<file path="config.mk">
export PLATFORM = sky130hd
export DESIGN_NAME = riw_watchdog
export DESIGN_NICKNAME = d
export VERILOG_FILES = /design/src/rtl/riw_pkg.sv /design/src/rtl/riw_event_decode.sv /design/src/rtl/riw_prescaler.sv /design/src/rtl/riw_tick_counter.sv /design/src/rtl/riw_status.sv /design/src/rtl/riw_watchdog.sv
export SDC_FILE = /design/constraint.sdc
export NUM_CORES = 1
export LEC_CHECK = 0
export BUFFER_PORTS_ARGS = -buffer_cell sky130_fd_sc_hd__buf_4
export CAP_MARGIN = 20
export CORE_AREA = 4 4 57 59
export DETAILED_ROUTE_END_ITERATION = 16
export DIE_AREA = 0 0 61 63
export HOLD_SLACK_MARGIN = 0.1
export PLACE_DENSITY = 0.7
export SKIP_CTS_REPAIR_TIMING = 1
export SLEW_MARGIN = 20
export SYNTH_ARGS = -nofsm -noshare
export SYNTH_HDL_FRONTEND = slang
export SYNTH_SLANG_ARGS = --single-unit
</file>
<file path="constraint.sdc">
create_clock -name clk -period 2.18 [get_ports clk]
set_input_delay 0 -clock clk [delete_from_list [all_inputs] [get_ports clk]]
set_output_delay 0 -clock clk [all_outputs]
set_load 0.05 [all_outputs]
</file>
<file path="src/rtl/riw_pkg.sv">
package riw_pkg;
  // decoded completion event for one cycle
  typedef struct packed {
    logic arm;     // withheld completion, watchdog enabled
    logic cancel;  // normal completion, interrupt raised directly
  } riw_evt_t;
endpackage

</file>
<file path="src/rtl/riw_event_decode.sv">
module riw_event_decode
  import riw_pkg::*;
(
  input  logic     frame_done,
  input  logic     frame_suppress,
  input  logic     tmo_nonzero,
  output riw_evt_t evt
);
  always_comb begin
    evt.arm    = frame_done & frame_suppress & tmo_nonzero;
    evt.cancel = frame_done & ~frame_suppress;
  end
endmodule

</file>
<file path="src/rtl/riw_prescaler.sv">
module riw_prescaler #(
  parameter int PRE_W = 8
) (
  input  logic clk,
  input  logic rst_n,
  input  logic restart,
  input  logic enable,
  output logic tick
);
  logic [PRE_W-1:0] pre_q;

  always_ff @(posedge clk) begin
    if (!rst_n)       pre_q <= '0;
    else if (restart) pre_q <= '0;
    else if (enable)  pre_q <= pre_q + PRE_W'(1);
  end

  // one tick per full wrap of the divider
  assign tick = enable & (&pre_q);
endmodule

</file>
<file path="src/rtl/riw_tick_counter.sv">
module riw_tick_counter #(
  parameter int CNT_W = 8
) (
  input  logic             clk,
  input  logic             rst_n,
  input  logic             load,
  input  logic [CNT_W-1:0] load_val,
  input  logic             cancel,
  input  logic             tick,
  output logic             running,
  output logic             expire
);
  logic [CNT_W-1:0] left_q;
  logic             run_q;
  logic             last_tick;

  assign last_tick = run_q & tick & (left_q == CNT_W'(1));
  assign expire    = last_tick & ~load & ~cancel;
  assign running   = run_q;

  always_ff @(posedge clk) begin
    if (!rst_n) begin
      run_q  <= 1'b0;
      left_q <= '0;
    end else if (load) begin
      run_q  <= 1'b1;
      left_q <= load_val;
    end else if (cancel) begin
      run_q  <= 1'b0;
    end else if (run_q && tick) begin
      if (last_tick) run_q  <= 1'b0;
      else           left_q <= left_q - CNT_W'(1);
    end
  end
endmodule

</file>
<file path="src/rtl/riw_status.sv">
module riw_status (
  input  logic clk,
  input  logic rst_n,
  input  logic set,
  input  logic clr,
  output logic status
);
  always_ff @(posedge clk) begin
    if (!rst_n)   status <= 1'b0;
    else if (set) status <= 1'b1;
    else if (clr) status <= 1'b0;
  end
endmodule

</file>
<file path="src/rtl/riw_watchdog.sv">
module riw_watchdog
  import riw_pkg::*;
#(
  parameter int CNT_W = 8,
  parameter int PRE_W = 8
) (
  input  logic             clk,
  input  logic             rst_n,
  input  logic             tmo_wr_en,
  input  logic [CNT_W-1:0] tmo_wr_data,
  output logic [CNT_W-1:0] tmo_value,
  input  logic             frame_done,
  input  logic             frame_suppress,
  input  logic             irq_clr,
  output logic             irq_status,
  output logic             timer_running
);
  logic [CNT_W-1:0] tmo_q;
  riw_evt_t         evt;
  logic             tick;
  logic             expire;

  always_ff @(posedge clk) begin
    if (!rst_n)         tmo_q <= '0;
    else if (tmo_wr_en) tmo_q <= tmo_wr_data;
  end
  assign tmo_value = tmo_q;

  riw_event_decode u_dec (
    .frame_done     (frame_done),
    .frame_suppress (frame_suppress),
    .tmo_nonzero    (|tmo_q),
    .evt            (evt)
  );

  riw_prescaler #(.PRE_W(PRE_W)) u_pre (
    .clk     (clk),
    .rst_n   (rst_n),
    .restart (evt.arm),
    .enable  (timer_running),
    .tick    (tick)
  );

  riw_tick_counter #(.CNT_W(CNT_W)) u_cnt (
    .clk      (clk),
    .rst_n    (rst_n),
    .load     (evt.arm),
    .load_val (tmo_q),
    .cancel   (evt.cancel),
    .tick     (tick),
    .running  (timer_running),
    .expire   (expire)
  );

  riw_status u_sts (
    .clk    (clk),
    .rst_n  (rst_n),
    .set    (expire | evt.cancel),
    .clr    (irq_clr),
    .status (irq_status)
  );
endmodule

</file>
==> results.ini <==
[synthesis]
syn_inst=142
synth_edf_count=0
synth_top_cell_by_area=dfxtp_1
synth_nets=159
yosys_warnings=0
ys_types=37
synth-main-ff-cell=dfxtp_1
synth.area.top_cells=dfxtp_1, mux2i_1, a32o_1
synth-seq-area-share_pct=39.51
synthArstFlopShare_pct=0
netlist_area_sq_mm=0.001318
avgSynthCellArea_sq_um=9.278
ys_seq_elements=26
yosysTopAreaCellShare_pct=39.51

[finish]
drive_gt1_share_pct=19.47
nNetsFinal=209
syn2layout_area_growth_pct=35.61
fillers=223
diodes=0

[floorplan]
rows=19
core-area_sq_mm=0.002710
die_h_um=63
initial_utilization_pct=48.61
die_area_sq_mm=0.003843
pin_count=24
die_width_um=61

[grt]
grt_max_degree=19
grt_pass1_vias=1086
antenna_found_initial=0
overflow=0
grt_pass1_wl_um=4761
gr-usage-all-layers_pct=15.98

[clock_tree]
cts_buffer_depth=2
clk_pin_slew_ns=0.15
htreeDepth=1
clock_sinks=26
clock_latency_ns=0.33
cts_root_buf=clkbuf_4
cts_tree=done
cts_inserted_buffers=3

[drt]
wl_um=3393
drtAntennaViolNets=0
wire_per_inst_um=15.35
drt-initial-drc-count=22
via_per_inst=5.656
first_pass_iters=4
route.detailed.drc=0
vias=1250

[pwr]
power.leakage_nw=0.7215
power_density_mw_per_mm2=557.1
ir_drop_mv=0.3846

[setup_path]
start_kind=register
r2r_setup_slack_ns=0.15
crit_type=register to register
end_kind=register
required_ns=2.42
cp.arrival_ns=2.26
worst-path-max-fanout=6

[timing]
timing.slew.headroom_pct=62.63
setup_viol=0
period_needed_ns=2.026
worst_slack_ns=0.1544
finClkSkew_ns=0.005983
rsz0062_at_grt=no
tns_ns=0
tightest_slew_ns=0.5563
report.final.slew_viol_count=0
hold_viol=0
fmax_ghz=0.4937
period_share_pct=92.92

[placed_design]
dp_slack_ns=0.08080
io_buffers=23
hpwl_um=2153
gp_congestion=0.7718

[min_path]
min_path_type=primary input to register

[status]
status=finished, final reports clean

[flow_run]
drv_cap=0

## cell usage after synthesis, drive strengths merged, types with 4 or more instances
library cell   n
o21ai          6
mux2i          9
nor2b          9
a32o           7
xor2           4
nor2          11
and3           4
nand3          5
nand2         17
dfxtp         26
## flip-flops by register name, indices dropped and copies added (netlist names)
| register | flops |
|---|---|
| tmo_value | 8 |
| u_cnt.left_q | 8 |
| u_cnt.running | 1 |
| u_pre.pre_q | 8 |
| u_sts.status | 1 |
## critical path, stage by stage, from the launching register on
cell,delay [ns]
dfxtp_1,0.38
or4_4,0.60
nor4b_4,0.40
o21ai_2,0.13
and3_4,0.22
a32o_1,0.21
## per-stage QoR
stage	instances	power [mW]	instance area [sq um]	hold slack, ns	utilization, %
final	221	0.9955	1787	0.1267	65.93
after global routing	221	1.046	1787	0.1462	65.93
after CTS	195	0.9409	1521	-0.07697	56.14
after detailed placement	192	0.7408	1499	0.2679	55.31
after global placement	192	0.7341	1499	0.2537	55.31
after floorplan	142	0.6775	1318	0.1612	-
## layer usage
| metal | GRT usage, % | wire, um |
|---|---|---|
| met1 | 18.74 | 1380 |
| met2 | 27.01 | 1814 |
| met3 | 2.479 | 106 |
| met4 | 8.130 | 91 |
| met5 | 0 | 0 |
## report_power, final
group / total, mW / internal (mW) / switching (mW)
Clock: 0.216 / 0.0650 / 0.151
Sequential: 0.522 / 0.497 / 0.0250
Combinational: 0.257 / 0.126 / 0.131
Total: 0.995 / 0.688 / 0.307
## cell families after synthesis
family / after synthesis / synth area share, %
fa+ha+maj: 3 / 2.849
simple gates: 67 / 28.77
flops: 26 / 39.51
mux: 9 / 6.838
buf+inv: 8 / 3.703
compound gates: 22 / 13.68
xor+xnor: 7 / 4.653
## layout make-up
| cell class | instances | area [sq um] | area share, % |
|---|---|---|---|
| Sequential cell | 26 | 520.5 | 29.13 |
| Clock buffer | 3 | 22.52 | 1.261 |
| Tap cell | 31 | 38.79 | 2.171 |
| Inverter | 3 | 11.26 | 0.6303 |
| Timing Repair Buffer | 50 | 440.4 | 24.65 |
| Multi-Input combinational cell | 108 | 753.2 | 42.16 |
## worst paths after layout
path / depth (start not counted) / from / endpoint
max: 5 / u_cnt.left_q[3] / u_cnt.left_q[3]
min: 4 / frame_done / u_cnt.running
max reg2reg: 5 / u_cnt.left_q[3] / u_cnt.left_q[3]
min reg2reg: 1 / u_cnt.left_q[6] / u_cnt.left_q[6]
## placed cells by master (no fill, tap or decap), drive strengths merged, types with 4 or more instances in the layout
| master | n |
|---|---|
| dlygate4sd3 | 26 |
| dfxtp | 26 |
| buf | 24 |
| nand2 | 17 |
| nor2 | 11 |
| mux2i | 9 |
| nor2b | 9 |
| a32o | 7 |
| o21ai | 6 |
| nand3 | 5 |
| xor2 | 4 |
| and3 | 4 |
Power figures use the tool's default switching activity.
